<file path="config.mk">
export PLATFORM = sky130hd
export DESIGN_NAME = raster_timing_gen
export DESIGN_NICKNAME = d
export VERILOG_FILES = /design/src/rtl/rtg_pkg.sv /design/src/rtl/rtg_regs.sv /design/src/rtl/rtg_tick.sv /design/src/rtl/rtg_counters.sv /design/src/rtl/rtg_decode.sv /design/src/rtl/raster_timing_gen.sv
export SDC_FILE = /design/constraint.sdc
export NUM_CORES = 1
export LEC_CHECK = 0
export BUFFER_PORTS_ARGS = -buffer_cell sky130_fd_sc_hd__clkbuf_2
export CAP_MARGIN = 5
export CORE_UTILIZATION = 30
export DETAILED_ROUTE_END_ITERATION = 10
export SYNTH_ARGS = -nofsm -noshare
export SYNTH_HDL_FRONTEND = slang
export SYNTH_SLANG_ARGS = --single-unit
</file>
<file path="constraint.sdc">
create_clock -name clk -period 4.5 [get_ports clk]
set_input_delay 0.9 -clock clk [delete_from_list [all_inputs] [get_ports clk]]
set_output_delay 0.9 -clock clk [all_outputs]
set_load 0.005 [all_outputs]
</file>
<file path="src/rtl/rtg_pkg.sv">
package rtg_pkg;
  localparam int NREG = 14;

  typedef enum logic [3:0] {
    A_HTOT = 4'd0, A_HBB = 4'd1, A_HBE = 4'd2, A_HDB = 4'd3, A_HDE = 4'd4,
    A_HSS = 4'd5, A_VTOT = 4'd6, A_VBB = 4'd7, A_VBE = 4'd8, A_VDB = 4'd9,
    A_VDE = 4'd10, A_VSS = 4'd11, A_CTRL = 4'd12, A_MODE = 4'd13
  } reg_addr_e;

  function automatic logic [1:0] div_limit(input logic [1:0] code);
    case (code)
      2'b00:   div_limit = 2'd3;
      2'b01:   div_limit = 2'd1;
      default: div_limit = 2'd0;
    endcase
  endfunction
endpackage

</file>
<file path="src/rtl/rtg_regs.sv">
module rtg_regs import rtg_pkg::*; #(
  parameter int HW = 9,
  parameter int VW = 11,
  parameter int DW = 11,
  parameter int AW = 4,
  parameter int RST_H [6] = '{63, 2, 60, 8, 56, 58},
  parameter int RST_V [6] = '{39, 2, 36, 4, 32, 34},
  parameter int RST_CTRL = 0,
  parameter int RST_MODE = 8
) (
  input  logic          clk,
  input  logic          rst,
  input  logic          wr_en,
  input  logic [AW-1:0] wr_addr,
  input  logic [DW-1:0] wr_data,
  input  logic          load,
  output logic [HW-1:0] h_total,
  output logic [HW-1:0] h_bb,
  output logic [HW-1:0] h_be,
  output logic [HW:0]   h_db,
  output logic [HW-1:0] h_de,
  output logic [HW-1:0] h_ss,
  output logic [VW-1:0] v_total,
  output logic [VW-1:0] v_bb,
  output logic [VW-1:0] v_be,
  output logic [VW-1:0] v_db,
  output logic [VW-1:0] v_de,
  output logic [VW-1:0] v_ss,
  output logic          hpol,
  output logic          vpol,
  output logic          dscan,
  output logic          ilace,
  output logic [1:0]    div
);
  typedef struct packed {
    logic [HW-1:0] h_total, h_bb, h_be;
    logic [HW:0]   h_db;
    logic [HW-1:0] h_de, h_ss;
    logic [VW-1:0] v_total, v_bb, v_be, v_db, v_de, v_ss;
    logic          hpol, vpol, dscan, ilace;
    logic [1:0]    div;
  } cfg_t;

  function automatic cfg_t reset_cfg();
    cfg_t c;
    c.h_total = HW'(RST_H[0]);
    c.h_bb    = HW'(RST_H[1]);
    c.h_be    = HW'(RST_H[2]);
    c.h_db    = (HW+1)'(RST_H[3]);
    c.h_de    = HW'(RST_H[4]);
    c.h_ss    = HW'(RST_H[5]);
    c.v_total = VW'(RST_V[0]);
    c.v_bb    = VW'(RST_V[1]);
    c.v_be    = VW'(RST_V[2]);
    c.v_db    = VW'(RST_V[3]);
    c.v_de    = VW'(RST_V[4]);
    c.v_ss    = VW'(RST_V[5]);
    c.hpol    = RST_CTRL[0];
    c.vpol    = RST_CTRL[1];
    c.dscan   = RST_MODE[0];
    c.ilace   = RST_MODE[1];
    c.div     = RST_MODE[3:2];
    return c;
  endfunction

  localparam cfg_t RST_CFG = reset_cfg();

  cfg_t shadow, active;

  always_ff @(posedge clk) begin
    if (rst) begin
      shadow <= RST_CFG;
      active <= RST_CFG;
    end else begin
      if (load) active <= shadow;
      if (wr_en) begin
        case (reg_addr_e'(wr_addr))
          A_HTOT: shadow.h_total <= wr_data[HW-1:0];
          A_HBB:  shadow.h_bb    <= wr_data[HW-1:0];
          A_HBE:  shadow.h_be    <= wr_data[HW-1:0];
          A_HDB:  shadow.h_db    <= wr_data[HW:0];
          A_HDE:  shadow.h_de    <= wr_data[HW-1:0];
          A_HSS:  shadow.h_ss    <= wr_data[HW-1:0];
          A_VTOT: shadow.v_total <= wr_data[VW-1:0];
          A_VBB:  shadow.v_bb    <= wr_data[VW-1:0];
          A_VBE:  shadow.v_be    <= wr_data[VW-1:0];
          A_VDB:  shadow.v_db    <= wr_data[VW-1:0];
          A_VDE:  shadow.v_de    <= wr_data[VW-1:0];
          A_VSS:  shadow.v_ss    <= wr_data[VW-1:0];
          A_CTRL: {shadow.vpol, shadow.hpol} <= wr_data[1:0];
          A_MODE: {shadow.div, shadow.ilace, shadow.dscan} <= wr_data[3:0];
          default: ;
        endcase
      end
    end
  end

  assign h_total = active.h_total;
  assign h_bb    = active.h_bb;
  assign h_be    = active.h_be;
  assign h_db    = active.h_db;
  assign h_de    = active.h_de;
  assign h_ss    = active.h_ss;
  assign v_total = active.v_total;
  assign v_bb    = active.v_bb;
  assign v_be    = active.v_be;
  assign v_db    = active.v_db;
  assign v_de    = active.v_de;
  assign v_ss    = active.v_ss;
  assign hpol    = active.hpol;
  assign vpol    = active.vpol;
  assign dscan   = active.dscan;
  assign ilace   = active.ilace;
  assign div     = active.div;
endmodule

</file>
<file path="src/rtl/rtg_tick.sv">
module rtg_tick import rtg_pkg::*; (
  input  logic       clk,
  input  logic       rst,
  input  logic       pix_en,
  input  logic [1:0] div,
  output logic       tick
);
  logic [1:0] cnt;

  assign tick = pix_en && (cnt >= div_limit(div));

  always_ff @(posedge clk) begin
    if (rst)         cnt <= '0;
    else if (tick)   cnt <= '0;
    else if (pix_en) cnt <= cnt + 2'd1;
  end
endmodule

</file>
<file path="src/rtl/rtg_counters.sv">
module rtg_counters #(
  parameter int HW = 9,
  parameter int VW = 11
) (
  input  logic          clk,
  input  logic          rst,
  input  logic          tick,
  input  logic [HW-1:0] h_total,
  input  logic [VW-1:0] v_total,
  input  logic [VW-1:0] v_db,
  input  logic [VW-1:0] v_de,
  input  logic          ilace,
  input  logic          dscan,
  output logic [HW-1:0] hc,
  output logic [VW-1:0] vc,
  output logic          field,
  output logic [VW-1:0] fetch_line,
  output logic          line_end,
  output logic          frame_end
);
  logic          ds_phase;
  logic          vdisp;
  logic [VW:0]   vc_next;

  assign vc_next   = {1'b0, vc} + (VW+1)'(2);
  assign line_end  = tick && (hc >= h_total);
  assign frame_end = line_end && (vc_next > {1'b0, v_total});
  assign vdisp     = (vc >= v_db) && (vc < v_de);

  always_ff @(posedge clk) begin
    if (rst) begin
      hc         <= '0;
      vc         <= '0;
      field      <= 1'b0;
      fetch_line <= '0;
      ds_phase   <= 1'b0;
    end else if (tick) begin
      if (line_end) begin
        hc <= '0;
        if (frame_end) begin
          field      <= ilace ? ~field : 1'b0;
          vc         <= (ilace && !field) ? VW'(1) : '0;
          fetch_line <= '0;
          ds_phase   <= 1'b0;
        end else begin
          vc <= vc_next[VW-1:0];
          if (vdisp) begin
            if (dscan) begin
              ds_phase <= ~ds_phase;
              if (ds_phase) fetch_line <= fetch_line + VW'(1);
            end else begin
              fetch_line <= fetch_line + VW'(1);
            end
          end
        end
      end else begin
        hc <= hc + HW'(1);
      end
    end
  end
endmodule

</file>
<file path="src/rtl/rtg_decode.sv">
module rtg_decode #(
  parameter int HW = 9,
  parameter int VW = 11
) (
  input  logic          clk,
  input  logic          rst,
  input  logic [HW-1:0] hc,
  input  logic [VW-1:0] vc,
  input  logic          line_end,
  input  logic          frame_end,
  input  logic [HW-1:0] h_total,
  input  logic [HW-1:0] h_bb,
  input  logic [HW-1:0] h_be,
  input  logic [HW:0]   h_db,
  input  logic [HW-1:0] h_de,
  input  logic [HW-1:0] h_ss,
  input  logic [VW-1:0] v_bb,
  input  logic [VW-1:0] v_be,
  input  logic [VW-1:0] v_db,
  input  logic [VW-1:0] v_de,
  input  logic [VW-1:0] v_ss,
  input  logic          hpol,
  input  logic          vpol,
  output logic          hsync,
  output logic          vsync,
  output logic          disp_en,
  output logic          border_en,
  output logic          eol,
  output logic          eof
);
  logic [HW:0] half_len, hdb_eff;
  logic        h_disp, v_disp, h_bord, v_bord, disp_now;

  assign half_len = ({1'b0, h_total} + (HW+1)'(1)) >> 1;
  assign hdb_eff  = {1'b0, h_db[HW-1:0]} + (h_db[HW] ? half_len : '0);
  assign h_disp   = ({1'b0, hc} >= hdb_eff) && (hc < h_de);
  assign v_disp   = (vc >= v_db) && (vc < v_de);
  assign h_bord   = (hc >= h_bb) && (hc < h_be);
  assign v_bord   = (vc >= v_bb) && (vc < v_be);
  assign disp_now = h_disp && v_disp;

  always_ff @(posedge clk) begin
    if (rst) begin
      hsync     <= ~hpol;
      vsync     <= ~vpol;
      disp_en   <= 1'b0;
      border_en <= 1'b0;
      eol       <= 1'b0;
      eof       <= 1'b0;
    end else begin
      hsync     <= (hc >= h_ss) == hpol;
      vsync     <= (vc >= v_ss) == vpol;
      disp_en   <= disp_now;
      border_en <= h_bord && v_bord && !disp_now;
      eol       <= line_end;
      eof       <= frame_end;
    end
  end
endmodule

</file>
<file path="src/rtl/raster_timing_gen.sv">
module raster_timing_gen import rtg_pkg::*; #(
  parameter int HW = 9,
  parameter int VW = 11,
  parameter int AW = 4,
  parameter int RST_H [6] = '{63, 2, 60, 8, 56, 58},
  parameter int RST_V [6] = '{39, 2, 36, 4, 32, 34},
  parameter int RST_CTRL = 0,
  parameter int RST_MODE = 8,
  localparam int DW = (VW > HW + 1) ? VW : HW + 1
) (
  input  logic          clk,
  input  logic          rst,
  input  logic          wr_en,
  input  logic [AW-1:0] wr_addr,
  input  logic [DW-1:0] wr_data,
  input  logic          pix_en,
  output logic          hsync,
  output logic          vsync,
  output logic          disp_en,
  output logic          border_en,
  output logic          eol,
  output logic          eof,
  output logic          field,
  output logic [VW-1:0] fetch_line
);
  logic [HW-1:0] h_total, h_bb, h_be, h_de, h_ss;
  logic [HW:0]   h_db;
  logic [VW-1:0] v_total, v_bb, v_be, v_db, v_de, v_ss;
  logic          hpol, vpol, dscan, ilace;
  logic [1:0]    div;
  logic          tick, line_end, frame_end;
  logic [HW-1:0] hc;
  logic [VW-1:0] vc;

  rtg_regs #(
    .HW(HW), .VW(VW), .DW(DW), .AW(AW),
    .RST_H(RST_H), .RST_V(RST_V), .RST_CTRL(RST_CTRL), .RST_MODE(RST_MODE)
  ) u_regs (
    .clk(clk), .rst(rst), .wr_en(wr_en), .wr_addr(wr_addr), .wr_data(wr_data),
    .load(frame_end),
    .h_total(h_total), .h_bb(h_bb), .h_be(h_be), .h_db(h_db), .h_de(h_de),
    .h_ss(h_ss), .v_total(v_total), .v_bb(v_bb), .v_be(v_be), .v_db(v_db),
    .v_de(v_de), .v_ss(v_ss), .hpol(hpol), .vpol(vpol), .dscan(dscan),
    .ilace(ilace), .div(div)
  );

  rtg_tick u_tick (
    .clk(clk), .rst(rst), .pix_en(pix_en), .div(div), .tick(tick)
  );

  rtg_counters #(.HW(HW), .VW(VW)) u_cnt (
    .clk(clk), .rst(rst), .tick(tick), .h_total(h_total), .v_total(v_total),
    .v_db(v_db), .v_de(v_de), .ilace(ilace), .dscan(dscan),
    .hc(hc), .vc(vc), .field(field), .fetch_line(fetch_line),
    .line_end(line_end), .frame_end(frame_end)
  );

  rtg_decode #(.HW(HW), .VW(VW)) u_dec (
    .clk(clk), .rst(rst), .hc(hc), .vc(vc), .line_end(line_end),
    .frame_end(frame_end), .h_total(h_total), .h_bb(h_bb), .h_be(h_be),
    .h_db(h_db), .h_de(h_de), .h_ss(h_ss), .v_bb(v_bb), .v_be(v_be),
    .v_db(v_db), .v_de(v_de), .v_ss(v_ss), .hpol(hpol), .vpol(vpol),
    .hsync(hsync), .vsync(vsync), .disp_en(disp_en), .border_en(border_en),
    .eol(eol), .eof(eof)
  );
endmodule

</file>
**Word-level counts from Yosys, hierarchy flattened**

Cells that the tools add are included.

- Bits in read-only memories: 0
- Memories: 0
- Register bits: 295
- Latch bits: 0
- Word-level logic and storage cells: 137
- Memory bits (writable): 0
- Input bits: 19
- Output and inout port bits: 18

- Shifts and indexed selects: 0
- Order comparisons: 13
- Bitwise operators: 4
- Add/sub/neg operators: 6
- Reduce and logical (&&, ||, !) cells: 36
- Multiplexer cells: 15
- Equal/unequal tests: 17
- Divide/modulo/power cells: 0
- Multiply operators: 0

Operator list:

| cell | count |
|---|---|
| $mux 11 | 5 |
| $ge 11x11->1 | 3 |
| $reduce_and 2->1 | 15 |
| $ge 9x9->1 | 3 |
| $eq 4x4->1 const B | 6 |
| $lt 11x11->1 | 2 |
| $lt 9x9->1 | 2 |
| $mux 9 | 2 |
| $eq 4x3->1 const B | 4 |
| $add 11x2->12 const B | 1 |
| $gt 12x11->1 | 1 |
| $add 11x1->11 const B | 1 |
| $logic_and 1x1->1 | 11 |
| $add 9x1->10 const B | 1 |
| $add 9x10->10 | 1 |
| $ge 9x10->1 | 1 |
| $add 9x1->9 const B | 1 |
| $eq 4x2->1 const B | 2 |
| $reduce_and 4->1 | 2 |
| $mux 1 | 7 |
| $eq 4x1->1 const B | 1 |
| $logic_not 4->1 | 1 |
| $not 1->1 | 4 |
| $pmux 2 s2 | 1 |
| other kinds (10) | 13 |

**Logic depth before layout (Yosys ltp)**

- Depth after elaboration: 8
- Mapped depth: 19
- Mapped depth without buffers: 19

**Modules after synthesis**

Synthesis repeated with hierarchy kept, for this count alone.

- Cell total of the unflattened synthesis: 1620
- Area total of the unflattened synthesis: 15295.9 µm²

Modules (own cells, without submodules):

| module | seq. area each (µm²) | cells each | area each (µm²) | instances |
|---|---|---|---|---|
| rtg_regs | 5084.9 | 869 | 9406.5 | 1 |
| rtg_decode | 120.1 | 406 | 3037.9 | 1 |
| rtg_counters | 660.6 | 328 | 2710.1 | 1 |
| rtg_tick | 40.0 | 17 | 141.4 | 1 |

**Least setup slack after synthesis**

OpenSTA, ideal clock, no wires.

- Kind: reg2reg
- Start point: reg u_cnt.vc[3]
- End point: reg u_regs.h_db[9] (netlist name)
- Slack: 1.178 ns
- Required time: 4.430 ns
- Clock period less this slack: 3.322 ns
- Buffers on the path: 3
- Data arrival time: 3.252 ns
- Stages on the path, launching flop included: 17
- Cells stage by stage: dfxtp_1 -> and3_1 -> clkbuf_1 -> nand2_1 -> nor2_1 -> nand3_1 -> xnor2_1 -> ha_1 -> a21oi_1 -> nand2_1 -> or4_1 -> and2_1 -> o21ai_2 -> buf_2 -> buf_2 -> nand2_1 -> a21oi_1

- Cells in the longest elaborated chain, start to end: 3

Ends and longest elaborated chain:

| what | line | text |
|---|---|---|
| start, declared | rtg_counters.sv:15 | `output logic [VW-1:0] vc,` |
| start signal, assigned | rtg_counters.sv:42 | `vc <= (ilace && !field) ? VW'(1) : '0;` |
| start signal, assigned | rtg_counters.sv:46 | `vc <= vc_next[VW-1:0];` |
| $add 11x2->12 | rtg_counters.sv:25 | `assign vc_next = {1'b0, vc} + (VW+1)'(2);` |
| $gt 12x11->1 | rtg_counters.sv:27 | `assign frame_end = line_end && (vc_next > {1'b0, v_total});` |
| $logic_and 1x1->1 | rtg_counters.sv:27 |  |

No other way between the ends.
A chain may end at the register's enable or synchronous reset.

**Worst setup path after layout**

- Start point: reg u_cnt.vc[1]
- End point: reg u_regs.h_bb[4] (netlist name)

- Cells in the longest elaborated chain, start to end: 3

Ends and longest elaborated chain:

| what | line |
|---|---|
| $add 11x2->12 | rtg_counters.sv:25 |
| $gt 12x11->1 | rtg_counters.sv:27 |
| $logic_and 1x1->1 | rtg_counters.sv:27 |

No other way between the ends.

==> key figures <==
Detailed routing
  – Via density: 4.86
  – Initial DRT Pass Iterations: 5
  – Antenna-violating nets left: 0
  – DR iter-0 viols: 771
  – WL final: 37700 um
  – Vias: 11300
  – Wire per inst: 16.2 um
  – DRC viols: 0

Layout
  – Non-filler instance count after layout: 2331
  – Area grow syn2layout: 13.8%
  – Multi-input gate area: 0.00743 mm^2
  – Share of layout cells above drive strength 1: 0.0789
  – Register Area: 0.00591 mm^2
  – Nets: 1854
  – Filler cells: 4783
  – # diodes: 0

Hold path
  – Hold-critical path depth: 2
  – Hold Crit Start: u_regs.shadow[25]
  – Hold worst-path end: u_regs.v_de[8]
  – Hold WC Path Type: reg -> reg

Global routing
  – Gr usage total: 0.160
  – First-pass GRT wire length: 60600 um
  – Initial antenna violation count: 3
  – Vias in the first global route: 11100
  – Overflow after GRT: 0
  – Largest net degree at the start of global routing: 107

Synth
  – Ys async rst share: 0
  – Mean Syn Cell Area: 8.37 um^2
  – Mapped Cells: 1687
  – Synth Area in Simple Gates: 0.204
  – Post-synth EDFFs: 0
  – Yosys reg bits: 295
  – Post-Syn Nets: 1838
  – Ys flop type: dfxtp_1
  – Yosys warns: 0
  – Adder-cell share of the synthesized area: 0.117
  – Sequential area share after synthesis: 0.418
  – Largest family of logic cells by synthesized area: simple AND/OR/NAND/NOR gates
  – Post-synthesis xor/xnor area fraction: 0.0186
  – Yosys cell types: 61
  – Post-synthesis mux area share: 0.0588
  – Post-Synthesis Cell Area: 0.0141 mm^2
  – Complex-gate fraction of the synthesized area: 0.126

Setup path
  – FF-to-FF End: u_regs.h_bb[4]
  – Crit-path max FO: 73
  – Flop-to-flop setup slack: 0.35 ns
  – WP data required: 4.93 ns
  – CP Capture Type: register
  – Critical path data arrival time: 4.58 ns
  – Crit Reg-Reg Startpoint: u_cnt.vc[1]
  – Worst Setup Start Kind: register
  – Critical path type: reg -> reg
  – R2R depth: 15

STA
  – Final Hold Vio Count: 0
  – Final setup fails: 0
  – Period utilization: 0.922
  – Final Skew: 0.0220 ns
  – Slew HR: 0.268
  – Hold WS: 0.443 ns
  – Peak Freq: 241 MHz
  – Setup TNS: 0 ns
  – Slew Viols, Final: 0
  – RSZ-0062 raised after global routing: no
  – Final Critical Period: 4.15 ns
  – Worst Tran Pin Value: 1.09 ns

Clock network
  – Number of setup buffers added after CTS: 0
  – CTS resizes: 0
  – Clk sink count: 295
  – TritonCTS clock tree: built
  – Hold_buf cts: 0
  – # H-tree levels: 2
  – Root Buffer: clkbuf_16
  – Worst-Skew Late Latency: 0.53 ns
  – Clock buffer depth: 3
  – CTS Buf Count: 34
  – Clock-pin slew on the worst setup and hold paths: 0.06 ns

Pwr
  – Pleak: 6.54 nW
  – Worst vdd ir: 0.208 mV
  – Power density cells: 345 mW/mm^2

Flow run
  – Max_cap viols: 0

Placed design
  – Number of instances in the placed design: 2274
  – Gpl congestion: 0.846
  – Input/output buffers: 36
  – DP HPWL: 24500 um

Die
  – Core Footprint: 0.0465 mm^2
  – Top-Level Pins: 37
  – DIE WIDTH: 219 um
  – Full die area: 0.0480 mm^2
  – Initial Util: 0.304
  – Row cnt: 79
  – DIE HEIGHT: 219 um

Status
  – Outcome: finished clean
-- registers in the layout, summed over array words and instances (netlist names), 10 cells and up --
register          cells
u_regs.shadow       127
u_cnt.fetch_line     11
u_cnt.vc             11
u_regs.v_bb          11
u_regs.v_be          11
u_regs.v_db          11
u_regs.v_de          11
u_regs.v_ss          11
u_regs.v_total       11
u_regs.h_db          10
-- worst max path at each step --
| stage | from | endpoint | slack, ns | cells after the start |
|---|---|---|---|---|
| final | u_cnt.vc[1] | u_regs.h_bb[4] | 0.35 | 15 |
| after global routing | u_cnt.vc[1] | u_regs.h_bb[6] | 0.03 | 15 |
| after CTS | u_cnt.vc[1] | u_regs.h_bb[4] | 0.37 | 15 |
| after detailed placement | u_cnt.vc[1] | u_regs.h_de[1] | 0.39 | 15 |
| after global placement | u_cnt.vc[1] | u_regs.h_de[1] | 0.48 | 15 |
| after floorplan | u_cnt.vc[3] | u_regs.h_db[9] | 1.18 | 16 |
-- critical path, stage by stage, from the launching register on --
cell and delay (ns):
dfxtp_1 0.60, ha_1 0.31, nand3_1 0.19, nor2_1 0.17, nand2_1 0.08, or2_2 0.28, nand2_1 0.08, ha_1 0.23
and3_1 0.18, and2_0 0.15, a2bb2oi_1 0.20, a21oi_2 0.19, nor2_4 0.69, buf_12 0.39, nand2_1 0.10, a21oi_1 0.14
-- per-stage QoR --
| step | cell area [um^2] | total power, W | util | setup WS (ns) |
|---|---|---|---|---|
| 6_report | 16100 | 0.00555 | 0.346 | 0.349 |
| 5_1_grt | 16100 | 0.00572 | 0.346 | 0.0289 |
| 4_1_cts | 16100 | 0.00560 | 0.346 | 0.370 |
| 3_5_place_dp | 15000 | 0.00289 | 0.323 | 0.393 |
| 3_3_place_gp | 15000 | 0.00289 | 0.323 | 0.481 |
| 2_1_floorplan | 14100 | 0.00281 | - | 1.18 |
-- metal layers --
layer / part of all wire / track usage / vias to the layer above
li1: - / - / 5704
met1: 0.47 / 0.207 / 5357
met2: 0.46 / 0.272 / 188
met3: 0.043 / 0.0277 / 66
met4: 0.023 / 0.0477 / 6
met5: 0.0012 / 0 / -
-- cell families (layout without fill, tap and decap cells) --
family	after synthesis	after routing
AO/OA/AOI/OAI	297	297
XOR/XNOR	30	30
adder cells (fa/ha/maj)	132	132
buffers and inverters	205	242
flip-flops	295	295
multiplexers	83	83
AND/OR/NAND/NOR	645	645
-- layout make-up --
class / instances / share of cell area
clock inverter: 8 / 0.00265
multi-input combinational: 1187 / 0.462
clock buffer: 49 / 0.0654
sequential: 295 / 0.367
timing repair buffer: 65 / 0.0275
tap: 607 / 0.0472
inverter: 120 / 0.0280
-- power breakdown --
| part | internal [W] | switching, W | total, W |
|---|---|---|---|
| Sequential | 0.00263 | 0.0000108 | 0.00264 |
| Combinational | 0.0000538 | 0.000140 | 0.000194 |
| Clock | 0.00162 | 0.00110 | 0.00271 |
-- layout by cell type, fill, tap and decap left out, drive strengths merged, types with 4 or more instances in the layout --
cell type	netlist	final
nand2	357	357
dfxtp	295	295
a21oi	170	170
ha	131	131
nor2	130	130
inv	120	120
clkbuf	45	84
mux2i	83	83
o21ai	36	36
buf	40	30
nand3b	27	27
nand3	21	21
o211ai	19	19
xor2	17	17
nor3	17	17
a21o	15	15
nand2b	15	15
nand4	14	14
xnor2	13	13
or3	9	9
nor2b	9	9
a211oi	9	9
a211o	8	8
and3	7	7
o31ai	7	7
o2111ai	7	7
or4	7	7
clkinv	0	7
and2	7	7
or2	6	6
a21boi	5	5
a32o	5	5
nor3b	5	5
a31oi	4	4
o21a	4	4
nor4	4	4
-- synth_stat cells (9+ instances only) --
| cell | n | area (um^2) |
|---|---|---|
| dfxtp_1 | 295 | 5910 |
| nand4_1 | 14 | 87.6 |
| or3_1 | 9 | 56.3 |
| nor2b_1 | 9 | 56.3 |
| nand3_1 | 21 | 105 |
| buf_1 | 13 | 48.8 |
| clkbuf_1 | 45 | 169 |
| mux2i_1 | 83 | 831 |
| buf_2 | 26 | 130 |
| ha_1 | 131 | 1640 |
| o21ai_0 | 32 | 160 |
| nand2b_1 | 15 | 93.8 |
| inv_1 | 120 | 450 |
| xnor2_1 | 13 | 114 |
| a21oi_1 | 169 | 846 |
| nor3_1 | 16 | 80.1 |
| a21o_1 | 15 | 113 |
| nand3b_1 | 27 | 203 |
| o211ai_1 | 19 | 143 |
| nor2_1 | 129 | 484 |
| xor2_1 | 17 | 149 |
| nand2_1 | 357 | 1340 |
Note: power is estimated with default switching activity, not from simulation.
